===== src/rtl/pic_pkg.sv =====
`timescale 1ns/1ps
package pic_pkg;
  typedef enum logic [1:0] {
    REG_MASK = 2'd0,
    REG_BASE = 2'd1,
    REG_EOI  = 2'd2,
    REG_CASC = 2'd3
  } pic_reg_e;
endpackage


===== src/rtl/pic_req_latch.sv =====
`timescale 1ns/1ps
module pic_req_latch #(
  parameter int N         = 8,
  parameter int CASC_LINE = 2
) (
  input  logic         clk_i,
  input  logic         rst_ni,
  input  logic [N-1:0] irq_i,
  input  logic         casc_en_i,
  input  logic [N-1:0] clr_i,
  output logic [N-1:0] pend_o
);
  logic [N-1:0] irq_q, irr_q, rise, casc_sel;

  assign casc_sel = casc_en_i ? (N'(1) << CASC_LINE) : '0;
  assign rise     = irq_i & ~irq_q;
  // cascade line follows the slave level; others are latched edges
  assign pend_o   = (irr_q & ~casc_sel) | (irq_i & casc_sel);

  always_ff @(posedge clk_i or negedge rst_ni) begin
    if (!rst_ni) begin
      irq_q <= '0;
      irr_q <= '0;
    end else begin
      irq_q <= irq_i;
      irr_q <= ((irr_q & ~clr_i) | rise) & ~casc_sel;
    end
  end


  edge_latched_chk: assert property (@(posedge clk_i) disable iff (!rst_ni)
    1'b1 |=> ((irr_q & $past(rise & ~casc_sel)) == $past(rise & ~casc_sel)));
endmodule


===== src/rtl/pic_resolver.sv =====
`timescale 1ns/1ps
module pic_resolver #(
  parameter int N     = 8,
  parameter int IDX_W = $clog2(N)
) (
  input  logic [N-1:0]     pend_i,
  input  logic [N-1:0]     mask_i,
  input  logic [N-1:0]     isr_i,
  output logic             valid_o,
  output logic [IDX_W-1:0] idx_o,
  output logic [N-1:0]     onehot_o
);
  logic [N-1:0] allow, cand;

  always_comb begin
    allow = '1;
    for (int i = N - 1; i >= 0; i--)
      if (isr_i[i]) allow = (N'(1) << i) - N'(1);
  end

  assign cand = pend_i & ~mask_i & allow;

  always_comb begin
    idx_o    = '0;
    onehot_o = '0;
    for (int i = N - 1; i >= 0; i--)
      if (cand[i]) begin
        idx_o    = IDX_W'(i);
        onehot_o = N'(1) << i;
      end
  end

  assign valid_o = |cand;
endmodule


===== src/rtl/pic_isr.sv =====
`timescale 1ns/1ps
module pic_isr #(
  parameter int N = 8
) (
  input  logic         clk_i,
  input  logic         rst_ni,
  input  logic [N-1:0] set_i,
  input  logic         eoi_i,
  output logic [N-1:0] isr_o
);
  logic [N-1:0] isr_q, top_bit;

  assign top_bit = isr_q & (~isr_q + N'(1));
  assign isr_o   = isr_q;

  always_ff @(posedge clk_i or negedge rst_ni) begin
    if (!rst_ni) isr_q <= '0;
    else         isr_q <= (isr_q & ~(eoi_i ? top_bit : '0)) | set_i;
  end


  eoi_clears_one_chk: assert property (@(posedge clk_i) disable iff (!rst_ni)
    (eoi_i && !(|set_i) && (|isr_q)) |=> ($countones(isr_q) == $past($countones(isr_q)) - 1));
endmodule


===== src/rtl/pic_cascade.sv =====
`timescale 1ns/1ps
module pic_cascade
  import pic_pkg::*;
#(
  parameter int N         = 8,
  parameter int VEC_W     = 8,
  parameter int CASC_LINE = 2
) (
  input  logic             clk_i,
  input  logic             rst_ni,
  input  logic [N-1:0]     irq_i,
  input  logic             inta_ni,
  input  logic             wr_en_i,
  input  logic [1:0]       wr_addr_i,
  input  logic [VEC_W-1:0] wr_data_i,
  output logic             int_o,
  output logic             casc_ack_no,
  output logic [VEC_W-1:0] vec_o,
  output logic             vec_oe_o
);
  localparam int IDX_W  = $clog2(N);
  localparam int BASE_W = VEC_W - IDX_W;

  logic [N-1:0]      mask_q, pend, isr, win_oh, isr_set;
  logic [BASE_W-1:0] base_q;
  logic              casc_en_q, win_valid, win_casc, ack_fire, eoi;
  logic [IDX_W-1:0]  win_idx;
  logic [VEC_W-1:0]  vec_q;
  logic              vec_oe_q;
  pic_reg_e          reg_sel;

  assign reg_sel = pic_reg_e'(wr_addr_i);
  assign eoi     = wr_en_i && (reg_sel == REG_EOI);

  pic_req_latch #(.N(N), .CASC_LINE(CASC_LINE)) u_req (
    .clk_i, .rst_ni, .irq_i,
    .casc_en_i (casc_en_q),
    .clr_i     (isr_set),
    .pend_o    (pend)
  );

  pic_resolver #(.N(N), .IDX_W(IDX_W)) u_res (
    .pend_i   (pend),
    .mask_i   (mask_q),
    .isr_i    (isr),
    .valid_o  (win_valid),
    .idx_o    (win_idx),
    .onehot_o (win_oh)
  );

  pic_isr #(.N(N)) u_isr (
    .clk_i, .rst_ni,
    .set_i (isr_set),
    .eoi_i (eoi),
    .isr_o (isr)
  );

  assign ack_fire    = !inta_ni && win_valid;
  assign win_casc    = casc_en_q && (win_idx == IDX_W'(CASC_LINE));
  assign isr_set     = ack_fire ? win_oh : '0;
  assign casc_ack_no = !(ack_fire && win_casc);
  assign int_o       = win_valid;
  assign vec_o       = vec_q;
  assign vec_oe_o    = vec_oe_q;

  always_ff @(posedge clk_i or negedge rst_ni) begin
    if (!rst_ni) begin
      mask_q    <= '1;
      base_q    <= '0;
      casc_en_q <= 1'b0;
    end else if (wr_en_i) begin
      unique case (reg_sel)
        REG_MASK: mask_q    <= wr_data_i[N-1:0];
        REG_BASE: base_q    <= wr_data_i[VEC_W-1:IDX_W];
        REG_CASC: casc_en_q <= wr_data_i[0];
        default: ;
      endcase
    end
  end

  always_ff @(posedge clk_i or negedge rst_ni) begin
    if (!rst_ni) begin
      vec_q    <= '0;
      vec_oe_q <= 1'b0;
    end else begin
      vec_oe_q <= ack_fire && !win_casc;
      if (ack_fire) vec_q <= {base_q, win_idx};
    end
  end


  mask_blocks_chk: assert property (@(posedge clk_i) disable iff (!rst_ni)
    int_o |-> (|(pend & ~mask_q)));

  vec_after_ack_chk: assert property (@(posedge clk_i) disable iff (!rst_ni)
    vec_oe_o |-> $past(!inta_ni && int_o));

  ack_to_isr_chk: assert property (@(posedge clk_i) disable iff (!rst_ni)
    ack_fire |=> isr[$past(win_idx)]);

  casc_silent_chk: assert property (@(posedge clk_i) disable iff (!rst_ni)
    !casc_ack_no |=> !vec_oe_o);

  no_winner_chk: assert property (@(posedge clk_i) disable iff (!rst_ni)
    (!inta_ni && !int_o) |=> !vec_oe_o);
endmodule


===== config.mk =====
export PLATFORM = sky130hd
export DESIGN_NAME = pic_cascade
export DESIGN_NICKNAME = d
export VERILOG_FILES = /design/src/rtl/pic_pkg.sv /design/src/rtl/pic_req_latch.sv /design/src/rtl/pic_resolver.sv /design/src/rtl/pic_isr.sv /design/src/rtl/pic_cascade.sv
export SDC_FILE = /design/constraint.sdc
export NUM_CORES = 1
export LEC_CHECK = 0
export BUFFER_PORTS_ARGS = -buffer_cell sky130_fd_sc_hd__buf_2
export CORE_MARGIN = 2
export CORE_UTILIZATION = 25
export CTS_CLUSTER_DIAMETER = 200
export DETAILED_ROUTE_END_ITERATION = 6
export GPL_ROUTABILITY_DRIVEN = 0
export RECOVER_POWER = 25
export SETUP_SLACK_MARGIN = 0.15
export SLEW_MARGIN = 10
export SYNTH_ARGS = -nofsm -noshare
export SYNTH_HDL_FRONTEND = slang
export SYNTH_HIERARCHICAL = 1
export SYNTH_SLANG_ARGS = --single-unit

===== constraint.sdc =====
create_clock -name clk_i -period 5.05 [get_ports clk_i]
set_clock_uncertainty 0.15 [all_clocks]
set_input_delay 1.01 -clock clk_i [delete_from_list [all_inputs] [get_ports clk_i]]
set_output_delay 1.01 -clock clk_i [all_outputs]
set_load 0.005 [all_outputs]

==> flow_summary.json, run 1 <==
{
  "finalSetupViolCount": 0,
  "synthesis.area_um2": 2150,
  "cts_num_sinks": 47,
  "synth_nets": 204,
  "grt_pass1_wl_um": 7265,
  "nNetsFinal": 235,
  "post-route-period-util": 0.7246,
  "die_x_um": 96.73,
  "ir_drop_mv": 0.1795,
  "cpMaxStageDelayCell": "dfrtp_1",
  "worst-path-stages": 7,
  "ios": 33,
  "critPathKind": "reg -> out",
  "worst-r2r-cell-count": 8,
  "gr-usage-all-layers": 0.09648,
  "slew_headroom": -0.6382,
  "cts_tree": "built",
  "clkTransAtPathRegs_ns": 0.09,
  "drt-initial-drc-count": 79,
  "cp_top_family": "simple AND/OR/NAND/NOR gates",
  "path_cells": "nor4_4 > o211ai_1 > nand4_1 > nand2b_1 > nor2b_1 > nand2_1 > buf_2",
  "clkLatencyLatePin_ns": 0.30,
  "routedWlPerCell_um": 13.34,
  "htree_levels": 2,
  "p_per_area_nw_per_um2": 526.6,
  "port_buffers": 32,
  "antenna_found_initial": 0,
  "start_kind": "flip-flop",
  "yosys_warnings": 6,
  "cpPeakStageDelay_ns": 0.52,
  "hold_path_depth": 1,
  "num_rows": 33,
  "fin_setup_tns_ns": 0,
  "vias": 1421,
  "synth_cells": 182,
  "status": "complete, but fails checks",
  "postLayoutCoreUtil": 0.3036,
  "hold_buffers": 0,
  "dp_cells": 311,
  "min_period_ns": 3.659,
  "cap_violations": 1,
  "ys_seq_area_frac": 0.5518,
  "slew_viol_final": 48,
  "fillCellCount": 867,
  "vias_per_cell": 4.455,
  "grt.overflow.total": 0,
  "crit_arrival_ns": 2.50,
  "final_hold_viol_count": 0,
  "area_delta_synth_final_pct": 16.65,
  "synth_edf_count": 0,
  "initial_utilization": 0.2603,
  "synth_area_per_cell_um2": 11.81,
  "hold_path.class": "reg -> reg",
  "ant_nets": 0,
  "p_leak_nw": 1.148,
  "routed_wl_um": 4256,
  "core_um2": 8258,
  "synth-seq-cells": 47,
  "max_freq_mhz": 273.3,
  "die_height_um": 96.73,
  "firstDrtPassIters": 4,
  "clock_path_buffers": 2,
  "final_cells": 319,
  "synth_flop_cell": "dfrtp_1",
  "post_cts_buffers": 0,
  "drive_gt1_frac": 0.3598,
  "required_ns": 3.89,
  "end_kind": "output pin",
  "rsz0062_at_grt": "false",
  "synth.distinct_cells": 40,
  "async_reset_ff_frac": 1.000,
  "violations": "capacitance limit, slew limit",
  "grt_pass1_vias": 1452,
  "die_area_um2": 9356,
  "cts_resized": 0,
  "drc": 0,
  "worst_pin_slew_ns": 2.457,
  "root_buffer": "clkbuf_8",
  "grt_max_degree": 48,
  "cp_max_fo": 12,
  "diodes": 0,
  "finalPower_mw": 1.320,
  "path_buf_inv": 1,
  "dp_hpwl_um": 3230,
  "cts_made_buffers": 5
}
metal layers:
layer  wire [µm]  global-route usage
met1        2075              0.1308
met2        1972              0.1490
met3         127             0.02384
met4          81             0.03684
met5           0                   0
synthesized netlist by cell type (all sizes together), types with 2 or more instances:
| master | number | share of area |
|---|---|---|
| nand2 | 7 | 0.012 |
| nor3 | 3 | 0.0070 |
| nand3 | 3 | 0.0070 |
| dfstp | 8 | 0.098 |
| a21oi | 3 | 0.0070 |
| o211ai | 2 | 0.0070 |
| o22ai | 7 | 0.020 |
| dfrtp | 39 | 0.45 |
| mux2 | 23 | 0.12 |
| a31oi | 2 | 0.0058 |
| o21ai | 3 | 0.0070 |
| nor2 | 9 | 0.016 |
| a21o | 5 | 0.019 |
| nor4 | 2 | 0.013 |
| or3b | 2 | 0.0082 |
| nand3b | 2 | 0.0087 |
| nor4b | 2 | 0.0082 |
| nor3b | 3 | 0.016 |
| inv | 17 | 0.030 |
| nor2b | 3 | 0.0087 |
| nand2b | 10 | 0.029 |
| buf | 8 | 0.027 |
| and2 | 10 | 0.030 |
cells by family (layout without fill, tap and decap cells):
family          after synthesis  count (layout)  synth area share
compound gates               25              25           0.08032
buf+inv                      25              57           0.05646
flops                        47              47            0.5518
mux                          23              23            0.1222
simple gates                 62              62            0.1892
flip-flops by register name, summed over array words and instances (netlist names):
register and count:
mask_q 8, u_isr/isr_o 8, u_req/irq_q 8, u_req/irr_q 8, vec_o 8, base_q 5, casc_en_q 1, vec_oe_o 1
where the power goes:
group / switching (mW) / internal [mW]
Combinational: 0.203 / 0.209
Clock: 0.127 / 0.198
Sequential: 0.0934 / 0.490
layout by cell type (no fill, tap or decap), types with 2 or more instances in the layout:
master / count
inv_1: 17
a21o_2: 3
o211ai_1: 2
and2_1: 8
nand2b_1: 10
mux2_2: 22
a21o_1: 2
nor4b_1: 2
buf_2: 25
nor2b_1: 3
nor3b_1: 2
and2_2: 2
a21oi_1: 3
clkbuf_8: 5
dfrtp_1: 39
nand2_1: 7
o22ai_1: 7
nor2_1: 9
a31oi_1: 2
nand3_1: 3
o21ai_0: 3
clkbuf_1: 8
bufinv_16: 2
nor3_1: 3
dfstp_2: 8
area by class of cell:
class                      instances  area, µm²  share of cell area
clock inverter                     2      60.06             0.02395
sequential                        47       1186              0.4731
timing repair buffer              32      151.4             0.06038
tap                              105      131.4             0.05240
clock buffer                       6      72.57             0.02894
inverter                          17      63.81             0.02545
multi-input combinational        110      842.1              0.3358
worst register-to-register path, cell delays in order, from the launching register on:
cell and delay (ns):
dfrtp_1 0.52, nor4_4 0.47, o211ai_1 0.21, nand4_1 0.18, nand2b_1 0.16, nor2b_1 0.40, and2_1 0.25, nor2_1 0.05
a31oi_1 0.14
through the flow:
step	cell area (µm²)	hold slack, ns	setup WS, ns
finish	2507	0.2733	1.391
detailed placement	2384	0.2654	1.542
CTS	2516	0.2776	1.372
floorplan	2150	0.2488	1.864
global route	2507	0.2960	1.094
global placement	2384	0.2542	1.575
worst paths after layout:
kind | slack [ns] | to | from
min in group asynchronous | 1.29 | vec_o[6] | rst_ni
max | 1.39 | casc_ack_no | u_isr/isr_o[0]
min reg2reg | 0.27 | u_req/irr_q[0] | u_req/irq_q[0]
max in group asynchronous | 2.04 | u_req/irq_q[7] | rst_ni
min | 0.27 | u_req/irr_q[0] | u_req/irq_q[0]
max reg2reg | 2.44 | u_isr/isr_o[7] | u_isr/isr_o[0]
Note: power is estimated with default switching activity, not from simulation.
==> inputs of run 2 (changes only) <==
Clock period 5.05 ns to 3.7 ns, I/O delays scaled along.
==> flow_summary.json, run 2 (synthesis results as in run 1) <==
{
  "status": "complete, but fails checks",
  "violations": "capacitance limit, slew limit",
  "finalSetupViolCount": 0,
  "reg2reg_from": "u_isr/isr_o[1]",
  "cts_made_buffers": 5,
  "cpMaxStageDelayCell": "or3b_2",
  "final_hold_viol_count": 0,
  "grt_pass1_wl_um": 7438,
  "fin_hold_ws_ns": 0.2719,
  "dp_hpwl_um": 3239,
  "cpPeakStageDelay_ns": 0.52,
  "vias": 1390,
  "setup_ws_ns": 0.4559,
  "clkTransAtPathRegs_ns": 0.09,
  "core_um2": 8258,
  "drive_gt1_frac": 0.3692,
  "die_area_um2": 9356,
  "firstDrtPassIters": 6,
  "vias_per_cell": 4.357,
  "post-route-period-util": 0.8768,
  "max_freq_mhz": 308.2,
  "critPathKind": "reg -> out",
  "clock_path_buffers": 2,
  "hold_buffers": 0,
  "area_delta_synth_final_pct": 16.82,
  "cts_tree": "built",
  "worst-r2r-cell-count": 8,
  "cts_num_sinks": 47,
  "final_cells": 319,
  "grt_max_degree": 48,
  "die_x_um": 96.73,
  "p_leak_nw": 1.152,
  "routed_wl_um": 4273,
  "die_height_um": 96.73,
  "drc": 0,
  "p_per_area_nw_per_um2": 716.4,
  "slew_headroom": -0.5896,
  "cts_resized": 0,
  "grt.overflow.total": 0,
  "diodes": 0,
  "drt-initial-drc-count": 76,
  "nNetsFinal": 235,
  "path_cells": "or3b_2 > a21o_2 > nand3_1 > a21oi_1 > nor4bb_1 > nand2_1 > buf_2",
  "dp_cells": 311,
  "end_kind": "output pin",
  "postLayoutCoreUtil": 0.3041,
  "most-common-layout-cells": "dfrtp_1 (39), buf_2 (26), mux2_2 (22), inv_1 (17), nand2b_1 (10)",
  "worstSetupStartpoint": "u_isr/isr_o[1]",
  "cap_violations": 1,
  "port_buffers": 32,
  "rsz0062_at_grt": "false",
  "rr_endpoint": "u_isr/isr_o[7]",
  "routedWlPerCell_um": 13.39,
  "hold_path.class": "reg -> reg",
  "antenna_found_initial": 0,
  "root_buffer": "clkbuf_8",
  "min_period_ns": 3.244,
  "slew_viol_final": 48,
  "required_ns": 2.81,
  "gr-usage-all-layers": 0.09655,
  "htree_levels": 2,
  "initial_utilization": 0.2603,
  "final_common_cell": "dfrtp_1",
  "cp_max_fo": 8,
  "reg2reg_slack_ns": 1.22,
  "place_ws_ns": 0.5963,
  "grt_pass1_vias": 1524,
  "ir_drop_mv": 0.2499,
  "crit_arrival_ns": 2.35,
  "clkLatencyLatePin_ns": 0.30,
  "post_cts_buffers": 0,
  "ios": 33,
  "worst_pin_slew_ns": 2.384,
  "num_rows": 33,
  "start_kind": "flip-flop",
  "crit_path_end": "casc_ack_no",
  "fin_setup_tns_ns": 0,
  "ant_nets": 0
}
==> run 2: cell types whose count changed in the layout (fill, tap and decap cells not counted), sizes merged <==
| cell | change |
|---|---|
| clkbuf | -1 |
| buf | +1 |
==> run 2: layout make-up <==
cell class / count / area [µm²]
Clock buffer: 6 / 72.57
Clock inverter: 2 / 60.06
Fill cell: 866 / 5747
Inverter: 17 / 63.81
Multi-Input combinational cell: 110 / 844.6
Sequential cell: 47 / 1186
Tap cell: 105 / 131.4
Timing Repair Buffer: 32 / 152.6
==> run 2: layer usage <==
metal / up-vias / wire [µm] / global-route usage / part of all wire
li1: 683 / - / - / -
met1: 674 / 2022 / 0.1254 / 0.47
met2: 27 / 2066 / 0.1640 / 0.48
met3: 6 / 128 / 0.01734 / 0.030
met4: 0 / 56 / 0.02925 / 0.013
met5: - / 0 / 0 / 0
==> run 2: worst min path at each step <==
stage,start,end,slack (ns),cells past startpoint
2_1_floorplan,u_req/irq_q[0],u_req/irr_q[0],0.25,1
3_3_place_gp,u_req/irq_q[4],u_req/irr_q[4],0.25,1
3_5_place_dp,u_req/irq_q[4],u_req/irr_q[4],0.27,1
4_1_cts,u_req/irq_q[4],u_req/irr_q[4],0.28,1
5_1_grt,u_req/irq_q[4],u_req/irr_q[4],0.29,1
6_report,u_req/irq_q[4],u_req/irr_q[4],0.27,1
==> run 2: metrics by stage <==
stage	area [µm²]	power (mW)
after CTS	2516	1.818
after global placement	2384	1.366
final	2511	1.799
after detailed placement	2384	1.374
after global routing	2511	1.922
after floorplan	2150	1.207
==> run 2: power breakdown <==
group,internal (mW),switching (mW)
clock,0.270,0.167
sequential,0.669,0.126
combinational,0.287,0.279
==> run 2: worst max-delay path, delay by kind of cell, from the launching register on <==
family	cells	cell delay, ns
AND/OR/NAND/NOR	4	1.11
AO/OA/AOI/OAI	2	0.32
buffers and inverters	1	0.14
flip-flops	1	0.48
==> inputs of run 3 (changes only) <==
Settings changed: CORE_UTILIZATION 25 to 40.
==> flow_summary.json, run 3 (synthesis results as in run 1) <==
{
  "worst_pin_slew_ns": 2.397,
  "num_rows": 26,
  "core_um2": 5140,
  "ios": 33,
  "cts_tree": "built",
  "gr-usage-all-layers": 0.1527,
  "worst-r2r-cell-count": 8,
  "grt_pass1_wl_um": 6996,
  "vias_per_cell": 5.011,
  "status": "complete, but fails checks",
  "hold_path.class": "reg -> reg",
  "comb_power_share": 0.324,
  "drive_gt1_frac": 0.3832,
  "required_ns": 2.81,
  "hold_buffers": 0,
  "firstDrtPassIters": 4,
  "area_delta_synth_final_pct": 13.97,
  "crit_arrival_ns": 2.42,
  "htree_levels": 2,
  "p_int_mw": 1.158,
  "cts_made_buffers": 5,
  "slew_viol_final": 48,
  "grt_max_degree": 48,
  "routedWlPerCell_um": 14.09,
  "clkTransAtPathRegs_ns": 0.09,
  "ant_nets": 0,
  "fillCellCount": 521,
  "violations": "capacitance limit, slew limit",
  "p_seq_frac": 0.458,
  "reg2reg_slack_ns": 1.20,
  "antenna_found_initial": 0,
  "dp_hpwl_um": 2951,
  "hold_path_depth": 1,
  "p_switching_mw": 0.5707,
  "drt-initial-drc-count": 60,
  "die_area_um2": 5976,
  "nNetsFinal": 235,
  "initial_utilization": 0.4182,
  "clock_power_share": 0.218,
  "cts_num_sinks": 47,
  "die_height_um": 77.31,
  "clkLatencyLatePin_ns": 0.30,
  "drc": 0,
  "setup_ws_ns": 0.3857,
  "rsz0062_at_grt": "false",
  "most-common-layout-cells": "dfrtp_1 (39), buf_2 (28), mux2_2 (22), inv_1 (17), nand2b_1 (10)",
  "max_freq_mhz": 301.7,
  "grt_pass1_vias": 1402,
  "cap_violations": 1,
  "post-route-period-util": 0.8958,
  "end_kind": "output pin",
  "finalSetupViolCount": 0,
  "final_common_cell": "dfrtp_1",
  "critPathKind": "reg -> out",
  "p_leak_nw": 1.151,
  "slew_headroom": -0.5980,
  "cp_max_fo": 12,
  "ir_drop_mv": 0.4133,
  "place_ws_ns": 0.6193,
  "diodes": 0,
  "port_buffers": 32,
  "grt.overflow.total": 0,
  "p_per_area_nw_per_um2": 705.7,
  "start_kind": "flip-flop",
  "netSwitchingFraction": 0.3301,
  "routed_wl_um": 4002,
  "clock_path_buffers": 2,
  "min_period_ns": 3.314,
  "die_x_um": 77.31,
  "fin_setup_tns_ns": 0,
  "vias": 1423,
  "root_buffer": "clkbuf_8",
  "final_hold_viol_count": 0
}
run 3: area by class of cell:
cell class	count	area [µm²]	area share
multi-input combinational	110	844.6	0.3447
tap	70	87.58	0.03575
clock inverter	3	43.79	0.01788
sequential	47	1186	0.4842
clock buffer	5	68.82	0.02809
timing repair buffer	32	155.1	0.06333
inverter	17	63.81	0.02605
run 3: power groups by stage:
stage	sequential [mW]	combinational, mW	clock [mW]
6_report	0.792	0.560	0.377
5_1_grt	0.823	0.629	0.411
4_1_cts	0.795	0.566	0.388
3_5_place_dp	0.803	0.563	0
3_3_place_gp	0.800	0.559	0
2_1_floorplan	0.778	0.429	0
run 3: per-layer routing:
| metal | wire length [µm] | vias up | GRT usage |
|---|---|---|---|
| li1 | - | 689 | - |
| met2 | 1861 | 32 | 0.2235 |
| met5 | 0 | - | 0 |
| met4 | 74 | 0 | 0.06429 |
| met1 | 1868 | 695 | 0.2113 |
| met3 | 198 | 7 | 0.04471 |
run 3: worst max-delay path: stages (launching register included):
cell	delay (ns)
dfrtp_1	0.52
nor4_4	0.45
o211ai_1	0.21
nand2b_1	0.19
a31oi_1	0.20
nor4bb_1	0.31
nand2_1	0.11
buf_2	0.14
run 3: path summary, 6_finish.rpt:
path | start | end
max | u_isr/isr_o[0] | casc_ack_no
max in group asynchronous | rst_ni | u_req/irq_q[2]
max reg2reg | u_isr/isr_o[0] | u_isr/isr_o[7]
min in group asynchronous | rst_ni | vec_o[7]
min | u_req/irq_q[4] | u_req/irr_q[4]
min reg2reg | u_req/irq_q[4] | u_req/irr_q[4]
run 3: per-stage QoR:
step	power, mW	area (µm²)	hold slack [ns]	utilization	cells
after floorplan	1.207	2150	0.2488	-	182
after global placement	1.359	2340	0.2503	0.4552	276
after detailed placement	1.367	2340	0.2625	0.4552	276
after CTS	1.748	2452	0.2676	0.4771	284
after global routing	1.863	2450	0.2881	0.4766	284
final	1.729	2450	0.2708	0.4766	284
run 3: what timing repair did:
action                                  in CTS  in global routing
gates resized for setup                      0                  1
setup buffers                                0                  0
endpoints found under the setup margin       0                  1
